`src/rtl/ssr_pkg.sv`:
```
package ssr_pkg;

    typedef enum logic [1:0] {
        RSP_NONE   = 2'b00,
        RSP_NODATA = 2'b01,
        RSP_ERROR  = 2'b10,
        RSP_VALID  = 2'b11
    } rsp_code_e;

    typedef enum logic [1:0] {
        PH_SILENT  = 2'b00,
        PH_WARMUP  = 2'b01,
        PH_FIRSTND = 2'b10,
        PH_RUN     = 2'b11
    } init_phase_e;

    localparam logic REG_STATUS = 1'b0;
    localparam logic REG_CTRL   = 1'b1;

    localparam int unsigned CTRL_W      = 2;
    localparam int unsigned CTRL_CLR    = 0;
    localparam int unsigned CTRL_SRST   = 1;
    localparam int unsigned STAT_DEVRES = 0;
    localparam int unsigned STAT_BUSY   = 1;
    localparam int unsigned STAT_TF_LSB = 2;

endpackage

```
`src/rtl/ssr_init_seq.sv`:
```
module ssr_init_seq
    import ssr_pkg::*;
#(
    parameter int unsigned PH1_CYC       = 16,
    parameter int unsigned INIT_CYC      = 64,
    parameter int unsigned HPF_EXTRA_CYC = 128
) (
    input  logic        clk,
    input  logic        rst_n,
    input  logic        restart_i,
    input  logic        hpf_sel_i,
    input  logic        req_i,
    output init_phase_e phase_o
);

    localparam int unsigned LONG_CYC = INIT_CYC + HPF_EXTRA_CYC;
    localparam int unsigned CW       = $clog2(LONG_CYC + 1);
    localparam logic [CW-1:0] PH1_LAST   = CW'(PH1_CYC - 1);
    localparam logic [CW-1:0] SHORT_LAST = CW'(INIT_CYC - 1);
    localparam logic [CW-1:0] LONG_LAST  = CW'(LONG_CYC - 1);

    typedef struct packed {
        init_phase_e   phase;
        logic [CW-1:0] cnt;
    } seq_t;

    seq_t seq_d, seq_q;
    logic [CW-1:0] last_cnt;

    always_comb begin
        seq_d    = seq_q;
        last_cnt = hpf_sel_i ? LONG_LAST : SHORT_LAST;
        case (seq_q.phase)
            PH_SILENT: begin
                seq_d.cnt = seq_q.cnt + 1'b1;
                if (seq_q.cnt == PH1_LAST) begin
                    seq_d.phase = PH_WARMUP;
                end
            end
            PH_WARMUP: begin
                seq_d.cnt = seq_q.cnt + 1'b1;
                if (seq_q.cnt >= last_cnt) begin
                    seq_d.phase = PH_FIRSTND;
                    seq_d.cnt   = seq_q.cnt;
                end
            end
            PH_FIRSTND: begin
                if (req_i) begin
                    seq_d.phase = PH_RUN;
                end
            end
            default: begin
                seq_d = seq_q;
            end
        endcase
        if (restart_i) begin
            seq_d.phase = PH_SILENT;
            seq_d.cnt   = '0;
        end
    end

    always_ff @(posedge clk or negedge rst_n) begin
        if (!rst_n) begin
            seq_q <= '{phase: PH_SILENT, cnt: '0};
        end else begin
            seq_q <= seq_d;
        end
    end

    assign phase_o = seq_q.phase;

endmodule

```
`src/rtl/ssr_flag_bank.sv`:
```
module ssr_flag_bank #(
    parameter int unsigned NUM_TRANS = 4
) (
    input  logic                 clk,
    input  logic                 rst_n,
    input  logic                 restart_i,
    input  logic                 clr_i,
    input  logic                 init_done_i,
    input  logic [NUM_TRANS-1:0] trans_i,
    output logic                 devres_o,
    output logic [NUM_TRANS-1:0] tflag_o
);

    typedef struct packed {
        logic                 devres;
        logic [NUM_TRANS-1:0] tflag;
    } flags_t;

    flags_t flg_d, flg_q;
    logic [NUM_TRANS-1:0] tflag_nxt;

    // One latch per transient condition; a clear wins for one cycle only
    for (genvar i = 0; i < NUM_TRANS; i++) begin : g_tflag
        assign tflag_nxt[i] = restart_i ? 1'b0
                            : clr_i     ? 1'b0
                            : (flg_q.tflag[i] | trans_i[i]);
    end

    always_comb begin
        flg_d       = flg_q;
        flg_d.tflag = tflag_nxt;
        if (restart_i) begin
            flg_d.devres = 1'b1;
        end else if (clr_i && init_done_i) begin
            flg_d.devres = 1'b0;
        end
    end

    always_ff @(posedge clk or negedge rst_n) begin
        if (!rst_n) begin
            flg_q <= '{devres: 1'b1, tflag: '0};
        end else begin
            flg_q <= flg_d;
        end
    end

    assign devres_o = flg_q.devres;
    assign tflag_o  = flg_q.tflag;

endmodule

```
`src/rtl/ssr_reg_if.sv`:
```
module ssr_reg_if
    import ssr_pkg::*;
#(
    parameter int unsigned NUM_TRANS = 4,
    parameter int unsigned REG_DW    = 8
) (
    input  logic                 clk,
    input  logic                 rst_n,
    input  init_phase_e          phase_i,
    input  logic                 reg_rd_i,
    input  logic                 reg_wr_i,
    input  logic                 reg_addr_i,
    input  logic [CTRL_W-1:0]    reg_wdata_i,
    input  logic                 devres_i,
    input  logic [NUM_TRANS-1:0] tflag_i,
    output logic                 clr_pulse_o,
    output logic                 srst_pulse_o,
    output logic                 reg_ack_o,
    output logic [REG_DW-1:0]    reg_rdata_o
);

    typedef struct packed {
        logic              ack;
        logic [REG_DW-1:0] rdata;
    } rif_t;

    rif_t rif_d, rif_q;
    logic              access_ok;
    logic              ctrl_wr;
    logic [REG_DW-1:0] stat_word;

    always_comb begin
        access_ok    = (phase_i != PH_SILENT);
        ctrl_wr      = reg_wr_i && access_ok && (reg_addr_i == REG_CTRL);
        clr_pulse_o  = ctrl_wr && reg_wdata_i[CTRL_CLR];
        srst_pulse_o = ctrl_wr && reg_wdata_i[CTRL_SRST];

        stat_word                           = '0;
        stat_word[STAT_DEVRES]              = devres_i;
        stat_word[STAT_BUSY]                = (phase_i == PH_WARMUP);
        stat_word[STAT_TF_LSB +: NUM_TRANS] = tflag_i;

        rif_d.ack   = access_ok && (reg_rd_i || reg_wr_i);
        rif_d.rdata = '0;
        if (access_ok && reg_rd_i && (reg_addr_i == REG_STATUS)) begin
            rif_d.rdata = stat_word;
        end
    end

    always_ff @(posedge clk or negedge rst_n) begin
        if (!rst_n) begin
            rif_q <= '{ack: 1'b0, rdata: '0};
        end else begin
            rif_q <= rif_d;
        end
    end

    assign reg_ack_o   = rif_q.ack;
    assign reg_rdata_o = rif_q.rdata;

endmodule

```
`src/rtl/ssr_resp_arb.sv`:
```
module ssr_resp_arb
    import ssr_pkg::*;
#(
    parameter int unsigned NUM_TRANS = 4
) (
    input  logic                 clk,
    input  logic                 rst_n,
    input  logic                 req_i,
    input  logic                 crit_i,
    input  init_phase_e          phase_i,
    input  logic                 devres_i,
    input  logic [NUM_TRANS-1:0] tflag_i,
    output logic                 resp_vld_o,
    output rsp_code_e            resp_stat_o
);

    typedef struct packed {
        logic      vld;
        rsp_code_e stat;
    } arb_t;

    arb_t      arb_d, arb_q;
    rsp_code_e code;

    // Priority: silence, critical, warm-up no-data, flagged error, valid
    always_comb begin
        if (phase_i == PH_SILENT) begin
            code = RSP_NONE;
        end else if (crit_i) begin
            code = RSP_ERROR;
        end else if ((phase_i == PH_WARMUP) || (phase_i == PH_FIRSTND)) begin
            code = RSP_NODATA;
        end else if (devres_i || (|tflag_i)) begin
            code = RSP_ERROR;
        end else begin
            code = RSP_VALID;
        end

        arb_d     = arb_q;
        arb_d.vld = req_i && (code != RSP_NONE);
        if (req_i) begin
            arb_d.stat = code;
        end
    end

    always_ff @(posedge clk or negedge rst_n) begin
        if (!rst_n) begin
            arb_q <= '{vld: 1'b0, stat: RSP_NONE};
        end else begin
            arb_q <= arb_d;
        end
    end

    assign resp_vld_o  = arb_q.vld;
    assign resp_stat_o = arb_q.stat;

endmodule

```
`src/rtl/sensor_status_reporter.sv`:
```
module sensor_status_reporter
    import ssr_pkg::*;
#(
    parameter int unsigned PH1_CYC       = 16,
    parameter int unsigned INIT_CYC      = 64,
    parameter int unsigned HPF_EXTRA_CYC = 128,
    parameter int unsigned NUM_TRANS     = 4,
    parameter int unsigned REG_DW        = 8
) (
    input  logic                 clk,
    input  logic                 rst_n,
    input  logic                 uv_evt_i,
    input  logic                 hpf_sel_i,
    input  logic                 crit_i,
    input  logic [NUM_TRANS-1:0] trans_i,
    input  logic                 req_i,
    output logic                 resp_vld_o,
    output logic [1:0]           resp_stat_o,
    input  logic                 reg_rd_i,
    input  logic                 reg_wr_i,
    input  logic                 reg_addr_i,
    input  logic [1:0]           reg_wdata_i,
    output logic                 reg_ack_o,
    output logic [REG_DW-1:0]    reg_rdata_o
);

    init_phase_e          phase;
    logic                 restart;
    logic                 clr_pulse;
    logic                 srst_pulse;
    logic                 init_done;
    logic                 devres;
    logic [NUM_TRANS-1:0] tflag;
    rsp_code_e            stat_code;

    assign restart   = uv_evt_i || srst_pulse;
    assign init_done = (phase == PH_FIRSTND) || (phase == PH_RUN);

    ssr_init_seq #(
        .PH1_CYC      (PH1_CYC),
        .INIT_CYC     (INIT_CYC),
        .HPF_EXTRA_CYC(HPF_EXTRA_CYC)
    ) u_seq (
        .clk      (clk),
        .rst_n    (rst_n),
        .restart_i(restart),
        .hpf_sel_i(hpf_sel_i),
        .req_i    (req_i),
        .phase_o  (phase)
    );

    ssr_flag_bank #(
        .NUM_TRANS(NUM_TRANS)
    ) u_flags (
        .clk        (clk),
        .rst_n      (rst_n),
        .restart_i  (restart),
        .clr_i      (clr_pulse),
        .init_done_i(init_done),
        .trans_i    (trans_i),
        .devres_o   (devres),
        .tflag_o    (tflag)
    );

    ssr_reg_if #(
        .NUM_TRANS(NUM_TRANS),
        .REG_DW   (REG_DW)
    ) u_regs (
        .clk         (clk),
        .rst_n       (rst_n),
        .phase_i     (phase),
        .reg_rd_i    (reg_rd_i),
        .reg_wr_i    (reg_wr_i),
        .reg_addr_i  (reg_addr_i),
        .reg_wdata_i (reg_wdata_i),
        .devres_i    (devres),
        .tflag_i     (tflag),
        .clr_pulse_o (clr_pulse),
        .srst_pulse_o(srst_pulse),
        .reg_ack_o   (reg_ack_o),
        .reg_rdata_o (reg_rdata_o)
    );

    ssr_resp_arb #(
        .NUM_TRANS(NUM_TRANS)
    ) u_arb (
        .clk        (clk),
        .rst_n      (rst_n),
        .req_i      (req_i),
        .crit_i     (crit_i),
        .phase_i    (phase),
        .devres_i   (devres),
        .tflag_i    (tflag),
        .resp_vld_o (resp_vld_o),
        .resp_stat_o(stat_code)
    );

    assign resp_stat_o = stat_code;

endmodule

```
`config.mk`:
```
export PLATFORM = sky130hd
export DESIGN_NAME = sensor_status_reporter
export DESIGN_NICKNAME = d
export VERILOG_FILES = /design/src/rtl/ssr_pkg.sv /design/src/rtl/ssr_init_seq.sv /design/src/rtl/ssr_flag_bank.sv /design/src/rtl/ssr_reg_if.sv /design/src/rtl/ssr_resp_arb.sv /design/src/rtl/sensor_status_reporter.sv
export SDC_FILE = /design/constraint.sdc
export NUM_CORES = 1
export LEC_CHECK = 0
export ABC_AREA = 1
export BUFFER_PORTS_ARGS = -buffer_cell sky130_fd_sc_hd__buf_4
export CORE_ASPECT_RATIO = 0.75
export CORE_MARGIN = 2
export CORE_UTILIZATION = 30
export DETAILED_ROUTE_END_ITERATION = 7
export PLACE_DENSITY = 0.48
export SYNTH_ARGS = -nofsm -noshare
export SYNTH_HDL_FRONTEND = slang
export SYNTH_SLANG_ARGS = --single-unit
```
`constraint.sdc`:
```
create_clock -name clk -period 1.87 [get_ports clk]
set_input_delay 0.2805 -clock clk [delete_from_list [all_inputs] [get_ports clk]]
set_output_delay 0.2805 -clock clk [all_outputs]
set_load 0.1 [all_outputs]
```
; Word-level counts from Yosys, hierarchy flattened
; Index checks and enable logic that the tools add are counted.
[totals]
reg_bits = 27
elab_cells = 68
inputBits = 15
[op_classes]
bitwise = 5
n_eq_ne = 8
n_reduce_logical = 23
n_mux = 22
order_cmp = 1
addsub = 1
[ops]
columns = cell, count
row1 = $mux W10, 2
row2 = $pmux W8 S2, 1
row3 = $mux W1, 11
row4 = $mux W2, 5
row5 = $logic_and A1 B1 Y1, 9
row6 = $ne A3 B3 Y1 const B, 3
row7 = $add A8 B1 Y8 const B, 1
row8 = $eq A8 B4 Y1 const B, 1
row9 = $ge A8 B8 Y1, 1
row10 = $mux W8, 1
row11 = $mux W6, 1
row12 = $pmux W2 S3, 1
row13 = $reduce_bool A2 Y1, 3
row14 = $logic_or A1 B1 Y1, 5
row15 = $eq A2 B2 Y1 const B, 2
row16 = $or A1 B1 Y1, 4
row17 = $reduce_and A4 Y1, 1
row18 = $reduce_bool A4 Y1, 1
row19 = $reduce_or A4 Y1, 1
row20 = $ne A3 B2 Y1 const B, 1
row21 = $reduce_bool A3 Y1, 1
row22 = $eq A2 B1 Y1 const B, 1
row23 = $logic_not A2 Y1, 1
row24 = $reduce_and A2 Y1, 1
row25 = $not A1 Y1, 1

; Logic depth before layout (Yosys ltp)
[logic_depth]
word_depth = 8
ltp_mapped = 12
ltp_nobuf = 12

; Cells and area by module
; From an unflattened synthesis, not the netlist that was laid out.
[unflattened]
cells_unflattened = 196
hier_area_um2 = 1473.9
[by_module_without_submodules]
columns = module, cells_each, area_each_um2, n_inst
row1 = ssr_init_seq, 118, 818.3, 1
row2 = ssr_reg_if, 33, 296.5, 1
row3 = ssr_flag_bank, 19, 181.4, 1
row4 = ssr_resp_arb, 22, 162.7, 1
row5 = sensor_status_reporter, 4, 15.0, 1

; Least setup slack after synthesis
; Ideal clock, no wire load.
[synth_path]
path_kind = register to register
start = register u_seq.seq_q (netlist bit u_seq.phase_o[1])
end = register u_seq.seq_q (netlist bit u_seq.phase_o[1])
arrival_ns = 1.373
path_buffers = 1
path_slack_ns = 0.384
required_time_ns = 1.757
path_stages_with_launch = 13
cell_sequence = dfrtp_1 inv_1 ha_1 buf_6 inv_1 nand2_4 nand2_1 o21ai_2 nand2_1 nor2_2 nand2_1 nand2_1 inv_1
[synth_via]
elab_chain_cells = 7
word_cells_on_any_way = 15
classes_between = eq/ne: 5 / mux: 2 / reduce/logical: 8
[synth_rtl]
columns = item, line_no
row1 = start: declaration, ssr_init_seq.sv:27  ; seq_t seq_d, seq_q;
row2 = start signal: assignment, ssr_init_seq.sv:64  ; seq_q <= '{phase: PH_SILENT, cnt: '0};
row3 = start signal: assignment, ssr_init_seq.sv:66  ; seq_q <= seq_d;
row4 = $reduce_bool A2 Y1, ssr_reg_if.sv:33  ; access_ok = (phase_i != PH_SILENT);
row5 = $logic_and A1 B1 Y1 (2 in series), ssr_reg_if.sv:34  ; ctrl_wr = reg_wr_i && access_ok && (reg_addr_i == REG_CTRL);
row6 = $logic_and A1 B1 Y1, ssr_reg_if.sv:36  ; srst_pulse_o = ctrl_wr && reg_wdata_i[CTRL_SRST];
row7 = $logic_or A1 B1 Y1, sensor_status_reporter.sv:36  ; assign restart = uv_evt_i || srst_pulse;
row8 = $ne A3 B3 Y1 (no line) (tied with other cells), -
row9 = $reduce_and A4 Y1 (no line), -
; Parallel ways exist; a longest one is shown, timed or not.
; A chain may end at the register's enable or synchronous reset.

==> out/qor.yml <==
numCtsBuffers: 3
post_synth_most_frequent_cells: "nand2_1, nor2_1, dfrtp_1"
avgSynthCellArea_um2: 8.10
finalHoldViolCount: 0
placementRows: 21
coreArea_um2: 4490
finalCriticalPeriod_ps: 1690
report.final.setup_viol: 0
die_width_um: 83.2
min_path_cells: 3
gp_congestion: 0.774
grt_antenna_before_repair: 0
route.final.wire_length_um: 3020
clock_tree_from_tritoncts: "yes"
r2r.worst_path.cells: 8
grt_setup_unrepaired: "false"
grt_usage_pct: 12.6
effective_utilization_at_floorplan_pct: 31.4
grt_max_degree: 26
power-per-cell-area_nw_per_um2: 1240
crit_type: "reg -> reg"
syn_to_final_growth_pct: 20.9
ys_seq_area_share_pct: 44.5
fin_total_pwr_uw: 2110
preCtsSetupSlack_ps: 203
number_of_routed_nets_with_antenna_violations: 0
final_min_period_over_clock_period_pct: 90.6
synth_edf_count: 0
first_global_vias: 1097
netlist_area_um2: 1410
number_of_ports_placed_on_the_die_boundary: 27
status: "finished, final reports clean"
drtPass1Iterations: 4
first_iter_violations: 115
yosys_most_used_dff: "dfrtp_1"
worst_ep_arrival_time_ps: 1890
clock_sink_total: 25
setup.reg_to_reg.worst_slack_ps: 180
synthMostInstantiatedCell: "nand2_1"
global_route_wire_length_before_repair_um: 5350
clk_transition_reported_paths_ps: 90
yosys_warnings: 0
hold_critical_path_endpoint: "u_arb.resp_stat_o[1]$_DFFE_PN0P_"
diodes: 0
async_reset_ff_share_pct: 100
worst_ep_required_time_ps: 2070
postSynthRegisterBits: 25
route.vias.total: 1140
setup.worst_path.start_class: "flip-flop"
max-vdd-ir-drop_uv: 649
final_critical_path_setup_slack_ps: 176
cp-end-kind: "flip-flop"
synth_area_leaders: "dfrtp_1, nand2_1, nor2_1"
nNetsFinal: 225
reg2reg_from: "u_seq.phase_o[1]$_DFFE_PN0P_"
ctsRootBufferMaster: "clkbuf_8"
synth_top_area_cell: "dfrtp_1"
ctsHtreeMaxLevel: 1
crit_path_max_fanout: 17
timing.final.max_slew_violations: 0
post_synth_inst_count: 174
synth_cell_type_count: 27
synth_largest_type_area_fraction_pct: 42.6
clock_insertion_delay_worst_skew_ps: 270
dp_hpwl_um: 2370
place.port_buffers: 24
setup_tns_ps: 0
achievable-frequency_ghz: 0.590
layout.core_utilization_pct: 37.9
leakagePower_uw: 0.000924
cts_max_path_buffers: 2
class_of_the_tightest_hold_or_removal_check: "in -> reg"
layout-drive-gt1-share_pct: 22.8
vias_per_cell: 4.40
holdCritStartpoint: "crit_i"
area_of_the_die_um2: 5270
drc: 0
fin_skew_ps: 2.69
die_y_um: 63.4
wl_per_cell_um: 11.7
rr_endpoint: "u_flags.tflag_o[2]$_DFF_PN0_"
drv.max_cap_violation_count: 0
overflow_left_after_global_routing: 0
-- logic make-up (layout without fill, tap and decap cells) --
family	count (synthesis)	after routing	share of synthesized area [%]
DFF	25	25	44.5
buffers and inverters	29	56	9.05
adders and majority gates	7	7	6.21
xor gates and xnor gates	3	3	1.86
and+or+nand+nor	93	93	32.0
AOI/OAI and AO/OA	16	16	6.12
other	1	2	0.266
-- cell usage in the layout, fill, tap and decap left out, types with 3 or more instances in the layout --
cell type	synthesis	routed
nand3_1	15	15
a21oi_1	8	8
o21ai_0	5	5
dfrtp_1	24	24
nor2_2	3	3
buf_4	2	26
inv_2	3	3
nand2_4	3	3
ha_1	7	7
nand4_1	5	5
nand2_1	33	33
inv_1	21	21
nor2_1	27	27
clkbuf_8	0	3
-- what timing repair did --
item                                    CTS  global route
gates resized for setup                   0             0
endpoints found under the hold margin    24             0
buffers inserted                          0             0
hold buffers                              1             0
endpoints found under the setup margin    0             0
-- cell type report --
type / count / area [µm²]
sequential: 25 / 627
clock buffer: 4 / 45.0
timing repair buffer: 27 / 205
fill: 463 / 2790
tap: 57 / 71.3
multi-input combinational: 121 / 659
inverter: 25 / 96.3
-- power breakdown --
| part | internal [µW] | leakage, µW | total [µW] | switching [µW] |
|---|---|---|---|---|
| sequential | 635 | 0.000334 | 718 | 82.3 |
| clock | 152 | 0.0000228 | 323 | 170 |
| combinational | 298 | 0.000568 | 1070 | 775 |
| total | 1090 | 0.000924 | 2110 | 1030 |
-- sequential cells by signal (all words and copies together) (netlist names) --
| register | flops |
|---|---|
| u_seq.phase_o | 2 |
| u_regs.reg_ack_o | 1 |
| u_flags.devres_o | 1 |
| u_flags.tflag_o | 4 |
| u_regs.reg_rdata_o | 6 |
| u_arb.resp_vld_o | 1 |
| u_seq.seq_q | 8 |
| u_arb.resp_stat_o | 2 |
-- worst max-delay path: stages (launching register included) --
cell and delay [ps]:
dfrtp_1 430, inv_1 120, ha_1 200, inv_2 70, nand4_1 70, nand2_1 120, inv_2 270, nand2_1 180
nor2_1 150
-- metal layers --
| layer | global-route usage [%] | routed length, µm |
|---|---|---|
| met2 | 17.8 | 1210 |
| met3 | 3.67 | 141 |
| met5 | 0 | 0 |
| met4 | 1.84 | 18 |
| met1 | 19.3 | 1650 |
-- how the worst max path moves through the flow --
stage	from	to	slack, ps	cells past startpoint
finish	u_seq.phase_o[1]$_DFFE_PN0P_	u_flags.tflag_o[2]$_DFF_PN0_	180	8
global route	u_seq.phase_o[1]$_DFFE_PN0P_	u_flags.tflag_o[3]$_DFF_PN0_	30	8
CTS	u_seq.phase_o[1]$_DFFE_PN0P_	u_flags.tflag_o[2]$_DFF_PN0_	180	8
detailed placement	u_seq.phase_o[1]$_DFFE_PN0P_	u_flags.tflag_o[2]$_DFF_PN0_	200	8
global placement	u_seq.phase_o[0]$_DFFE_PN0P_	u_seq.phase_o[1]$_DFFE_PN0P_	280	10
floorplan	u_seq.phase_o[1]$_DFFE_PN0P_	u_seq.phase_o[1]$_DFFE_PN0P_	380	12
-- through the flow --
stage	hold slack, ps	cell area (µm²)	instances
CTS	234	1700	259
finish	235	1700	259
global route	248	1700	259
global placement	209	1650	254
floorplan	-15.1	1410	175
detailed placement	214	1650	254
No activity file was read; power rests on OpenSTA's default activity.
